===== config.mk =====
export PLATFORM = sky130hd
export DESIGN_NAME = busShareTop
export DESIGN_NICKNAME = d
export VERILOG_FILES = /design/src/rtl/busShare_pkg.sv /design/src/rtl/grantArb.sv /design/src/rtl/selPipe.sv /design/src/rtl/arbCtrl.sv /design/src/rtl/muxPath.sv /design/src/rtl/busShareTop.sv
export SDC_FILE = /design/constraint.sdc
export NUM_CORES = 1
export LEC_CHECK = 0
export ABC_AREA = 1
export CELL_PAD_IN_SITES_DETAIL_PLACEMENT = 0
export CELL_PAD_IN_SITES_GLOBAL_PLACEMENT = 1
export CORE_AREA = 2 2 81 83
export DETAILED_ROUTE_END_ITERATION = 10
export DIE_AREA = 0 0 83 85
export DONT_BUFFER_PORTS = 1
export PLACE_DENSITY_LB_ADDON = 0.05
export SYNTH_ARGS = -nofsm -noshare
export SYNTH_HDL_FRONTEND = slang
export SYNTH_SLANG_ARGS = --single-unit

===== constraint.sdc =====
create_clock -name clk -period 1.8 [get_ports clk]
set_clock_uncertainty 0.2 [all_clocks]
set_input_delay 0.36 -clock clk [delete_from_list [all_inputs] [get_ports clk]]
set_output_delay 0.36 -clock clk [all_outputs]
set_load 0.005 [all_outputs]

===== src/rtl/busShare_pkg.sv =====
package busShare_pkg;

  // Encoding of a master select: none, master 1, master 2.
  typedef enum logic [1:0] {
    SEL_NONE = 2'b00,
    SEL_M1   = 2'b01,
    SEL_M2   = 2'b10
  } selT;

  // Strobes handed from control to datapath.
  typedef struct packed {
    selT addrSel;
    selT dataSel;
  } steerT;

  localparam int unsigned SEL_W     = 2;
  localparam int unsigned PIPE_DEPTH = 2;

endpackage


===== src/rtl/grantArb.sv =====
module grantArb
  import busShare_pkg::*;
(
  input  logic clk,
  input  logic rstN,
  input  logic reqM1,
  input  logic reqM2,
  input  logic advance,
  output selT  grantSel
);

  selT ownerQ;
  selT ownerNext;

  // The owner keeps the bus while it requests. Otherwise master 1 is
  // preferred, then master 2.
  always_comb begin
    ownerNext = ownerQ;
    if (advance) begin
      if (ownerQ == SEL_M1 && reqM1) begin
        ownerNext = SEL_M1;
      end else if (ownerQ == SEL_M2 && reqM2) begin
        ownerNext = SEL_M2;
      end else if (reqM1) begin
        ownerNext = SEL_M1;
      end else if (reqM2) begin
        ownerNext = SEL_M2;
      end else begin
        ownerNext = SEL_NONE;
      end
    end
  end

  always_ff @(posedge clk) begin
    if (!rstN) begin
      ownerQ <= SEL_NONE;
    end else begin
      ownerQ <= ownerNext;
    end
  end

  assign grantSel = ownerQ;

endmodule


===== src/rtl/selPipe.sv =====
module selPipe
  import busShare_pkg::*;
#(
  parameter int unsigned STAGES = PIPE_DEPTH
)(
  input  logic                         clk,
  input  logic                         rstN,
  input  logic                         advance,
  input  logic [SEL_W-1:0]             inSel,
  output logic [STAGES-1:0][SEL_W-1:0] stageQ
);

  // Each stage shifts by one only on cycles that advance.
  for (genvar i = 0; i < STAGES; i++) begin : g_stage
    logic [SEL_W-1:0] srcSel;
    if (i == 0) begin : g_head
      assign srcSel = inSel;
    end else begin : g_tail
      assign srcSel = stageQ[i-1];
    end

    always_ff @(posedge clk) begin
      if (!rstN) begin
        stageQ[i] <= '0;
      end else if (advance) begin
        stageQ[i] <= srcSel;
      end
    end
  end

endmodule


===== src/rtl/arbCtrl.sv =====
module arbCtrl
  import busShare_pkg::*;
(
  input  logic  clk,
  input  logic  rstN,
  input  logic  reqM1,
  input  logic  reqM2,
  input  logic  hready,
  output logic  grantM1,
  output logic  grantM2,
  output steerT steer
);

  selT grantSel;
  logic [PIPE_DEPTH-1:0][SEL_W-1:0] pipeQ;

  grantArb arb_i (
    .clk      (clk),
    .rstN     (rstN),
    .reqM1    (reqM1),
    .reqM2    (reqM2),
    .advance  (hready),
    .grantSel (grantSel)
  );

  selPipe #(.STAGES(PIPE_DEPTH)) pipe_i (
    .clk     (clk),
    .rstN    (rstN),
    .advance (hready),
    .inSel   (grantSel),
    .stageQ  (pipeQ)
  );

  assign grantM1       = (grantSel == SEL_M1);
  assign grantM2       = (grantSel == SEL_M2);
  assign steer.addrSel = selT'(pipeQ[0]);
  assign steer.dataSel = selT'(pipeQ[1]);

endmodule


===== src/rtl/muxPath.sv =====
module muxPath
  import busShare_pkg::*;
#(
  parameter int unsigned ADDR_W = 32,
  parameter int unsigned DATA_W = 32
)(
  input  steerT              steer,
  input  logic [ADDR_W-1:0]  addrM1,
  input  logic               writeM1,
  input  logic [DATA_W-1:0]  wdataM1,
  input  logic [ADDR_W-1:0]  addrM2,
  input  logic               writeM2,
  input  logic [DATA_W-1:0]  wdataM2,
  output logic [ADDR_W-1:0]  slvAddr,
  output logic               slvWrite,
  output logic [DATA_W-1:0]  slvWdata
);

  // Address and control follow the address-phase select.
  always_comb begin
    unique case (steer.addrSel)
      SEL_M1: begin
        slvAddr  = addrM1;
        slvWrite = writeM1;
      end
      SEL_M2: begin
        slvAddr  = addrM2;
        slvWrite = writeM2;
      end
      default: begin
        slvAddr  = '0;
        slvWrite = 1'b0;
      end
    endcase
  end

  // Write data follows the data-phase select, one beat later.
  always_comb begin
    unique case (steer.dataSel)
      SEL_M1:  slvWdata = wdataM1;
      SEL_M2:  slvWdata = wdataM2;
      default: slvWdata = '0;
    endcase
  end

endmodule


===== src/rtl/busShareTop.sv =====
module busShareTop
  import busShare_pkg::*;
#(
  parameter int unsigned ADDR_W = 32,
  parameter int unsigned DATA_W = 32
)(
  input  logic              clk,
  input  logic              rstN,
  input  logic              reqM1,
  input  logic              reqM2,
  output logic              grantM1,
  output logic              grantM2,
  input  logic [ADDR_W-1:0] addrM1,
  input  logic              writeM1,
  input  logic [DATA_W-1:0] wdataM1,
  input  logic [ADDR_W-1:0] addrM2,
  input  logic              writeM2,
  input  logic [DATA_W-1:0] wdataM2,
  input  logic              hready,
  output logic              readyM1,
  output logic              readyM2,
  output logic [ADDR_W-1:0] slvAddr,
  output logic              slvWrite,
  output logic [DATA_W-1:0] slvWdata,
  output logic [1:0]        addrSel,
  output logic [1:0]        dataSel
);

  steerT steer;

  arbCtrl ctrl_i (
    .clk     (clk),
    .rstN    (rstN),
    .reqM1   (reqM1),
    .reqM2   (reqM2),
    .hready  (hready),
    .grantM1 (grantM1),
    .grantM2 (grantM2),
    .steer   (steer)
  );

  muxPath #(.ADDR_W(ADDR_W), .DATA_W(DATA_W)) path_i (
    .steer    (steer),
    .addrM1   (addrM1),
    .writeM1  (writeM1),
    .wdataM1  (wdataM1),
    .addrM2   (addrM2),
    .writeM2  (writeM2),
    .wdataM2  (wdataM2),
    .slvAddr  (slvAddr),
    .slvWrite (slvWrite),
    .slvWdata (slvWdata)
  );

  assign readyM1 = hready;
  assign readyM2 = hready;
  assign addrSel = steer.addrSel;
  assign dataSel = steer.dataSel;

endmodule


==> summary.txt <==
PwrDens: 400.5 nW/um2
setup TNS: -352.9 ps
Comb pwr share: 62.4%
root buffer cell: clkbuf_8
Worst IR Drop VDD: 0.3901 mV
antenna violations before repair: 0
Worst path max stage delay: 370 ps
fin crit period: 1825 ps
hpwl dp: 3570 um
CTS buffer count: 3
Filler cells: 660
Post-Syn Area per Cell: 5.395 um2
Area growth, synth to finish: 74.15%
core area: 6205 um2
status: finished, violations left
Slew @ Worst Pin: 163.7 ps
Clock Power Share: 21.2%
final total power: 0.9521 mW
number of global-route vias before repair: 1,461
setup slack at placement: 78.06 ps
Worst setup SP type: register
worst-skew pair later-pin latency: 220 ps
Routed WL: 6463 um
vias: 1,743
GRT overflow: 0
Hold Buf Count CTS: 0
fmax: 0.5480 GHz
Slew Limit Fails: 0
largest net degree at the start of global routing: 34
Final Hold Vio Count: 0
Final GP Congestion: 0.6675
# rows: 29
Seq/Total Area, Yosys: 8.799%
antenna viol nets, final: 0
Tot GR Track Use: 13.00%
Starting Density: 22.00%
NumNets Final: 397
crit-path max FO: 8
H-tree levels: 1
First-pass DRT Iterations: 4
CP Class: register to output port
Min-Delay Path Class: input pin to register
Leak Pwr: 0.7288 nW
Pint: 0.5521 mW
residual DRC count: 0
synthesized flop and latch total: 6
failing checks: setup timing
Sw Ratio: 42.02%
Die W: 83 um
worst setup margin: -24.71 ps
Worst Setup End Kind: output port
first-pass GRT wire length: 7748 um
# IOs: 208
port buffer count: 0
Data required, critical path: 1240 ps
Syn Nets: 392
crit path max-delay cell type: dfxtp_4
slew margin rel.: 88.99%
Antenna Cells: 0
Seq pwr share: 16.4%
Initial DRC Count: 54
clock slew at reported path FFs: 40 ps
Synth Warn #: 0
max-cap viol count: 0
RSZ-0062 raised after global routing: true
die height: 85 um
CTS tree: done
Max Buffers Root-to-Sink: 2
setup violators final: 33
critical path arrival: 1260 ps
Synth Cell Area: 1365 um2
net switching power: 0.4000 mW
crit-path cells: inv_4, ha_4, clkbuf_16, nand2_1, a21oi_2
wire per inst: 19.41 um
final worst-path cycle share: 101.4%
share of cells above drive strength 1: 60.55%
DIE AREA: 7055 um2
DR vias/cell: 5.234
Unique masters post-synth: 14
Mapped Cells: 253
clock sinks: 6
[registers in the layout (all words and copies together), names as in the netlist]
name / cells
ctrl_i.arb_i.grantSel: 2
ctrl_i.pipe_i.stageQ: 2
ctrl_i.pipe_i.g_stage.srcSel: 2
[cells in the final DEF (no fill, tap or decap), types with 6 or more instances in the layout]
cell type / count
a21oi_1: 6
a21oi_2: 51
a21oi_4: 14
buf_12: 6
clkbuf_16: 9
nand2_1: 80
nand2_2: 33
nand2_4: 18
o21ai_0: 6
[cell families (layout without fill, tap and decap cells)]
| logic type | count (synthesis) | after routing | synth area share [%] |
|---|---|---|---|
| compound gates | 78 | 78 | 36.76 |
| fa+ha+maj | 4 | 4 | 3.667 |
| buf+inv | 31 | 34 | 13.84 |
| flops | 6 | 6 | 8.800 |
| simple gates | 134 | 134 | 36.94 |
[cell usage after synthesis (all sizes together)]
cell type  instances  area (um2)
a21boi             1       7.510
a21oi             71       464.2
buf               23       158.9
clkbuf             1       3.750
dfxtp              6       120.1
ha                 4       50.05
inv                7       26.28
nand2            131       491.7
nand3              1       5.000
nor2               2       7.510
o21ai              6       30.03
[final cells by class]
cell class	instances	area, um2	area share (%)
clock buffers	3	41.29	1.737
inverters	7	36.28	1.526
multi-input cells	216	1564	65.79
flip-flops and latches	6	135.1	5.684
well taps	77	96.34	4.053
repair buffers	24	504.2	21.21
[metal layers]
| metal | GRT usage (%) | part of all wire [%] | vias to the layer above |
|---|---|---|---|
| li1 | - | - | 824 |
| met1 | 15.75 | 42 | 817 |
| met2 | 24.34 | 51 | 98 |
| met3 | 2.043 | 6.1 | 4 |
| met4 | 2.534 | 0.80 | 0 |
| met5 | 0 | 0 | - |
[worst max-delay path, delay by kind of cell, from the launching register on]
family | cells | cell delay, ps
buf+inv | 2 | 260
fa+ha+maj | 1 | 220
compound gates | 1 | 150
flops | 1 | 370
simple gates | 1 | 60
[metrics by stage]
| step | util (%) | area (um2) | cells | hold WS, ps |
|---|---|---|---|---|
| 2_1_floorplan | - | 1365 | 253 | 271.5 |
| 3_3_place_gp | 22.99 | 1426 | 313 | 250.4 |
| 3_5_place_dp | 22.99 | 1426 | 313 | 253.6 |
| 4_1_cts | 29.14 | 1808 | 320 | 13.89 |
| 5_1_grt | 38.31 | 2377 | 333 | 15.71 |
| 6_report | 38.31 | 2377 | 333 | 15.33 |
[what timing repair did]
item / 4_1_cts / 5_1_grt
buffers inserted: 0 / 2
resized for setup: 60 / 86
endpoints found under the hold margin: 0 / 0
cloned: 4 / 11
endpoints found under the setup margin: 65 / 65
pin swaps: 2 / 48
[final timing paths]
kind	start	end	slack [ps]	depth (start not counted)
worst max register to register	ctrl_i.pipe_i.g_stage[1].srcSel[0]	ctrl_i.pipe_i.g_stage[1].srcSel[0]	810	3
worst min register to register	ctrl_i.arb_i.grantSel[0]	ctrl_i.pipe_i.g_stage[1].srcSel[0]	310	2
worst max-delay path	ctrl_i.pipe_i.g_stage[1].srcSel[1]	slvAddr[0]	-20	5
worst min-delay path	hready	ctrl_i.pipe_i.stageQ[3]	20	1
[power groups by stage]
| stage | clock network (mW) | logic, mW | registers (mW) |
|---|---|---|---|
| after floorplan | 0 | 0.246 | 0.152 |
| after global placement | 0 | 0.308 | 0.155 |
| after detailed placement | 0 | 0.305 | 0.154 |
| after CTS | 0.205 | 0.435 | 0.156 |
| after global routing | 0.212 | 0.634 | 0.158 |
| final | 0.202 | 0.595 | 0.156 |
(Power assumes the default switching activity.)
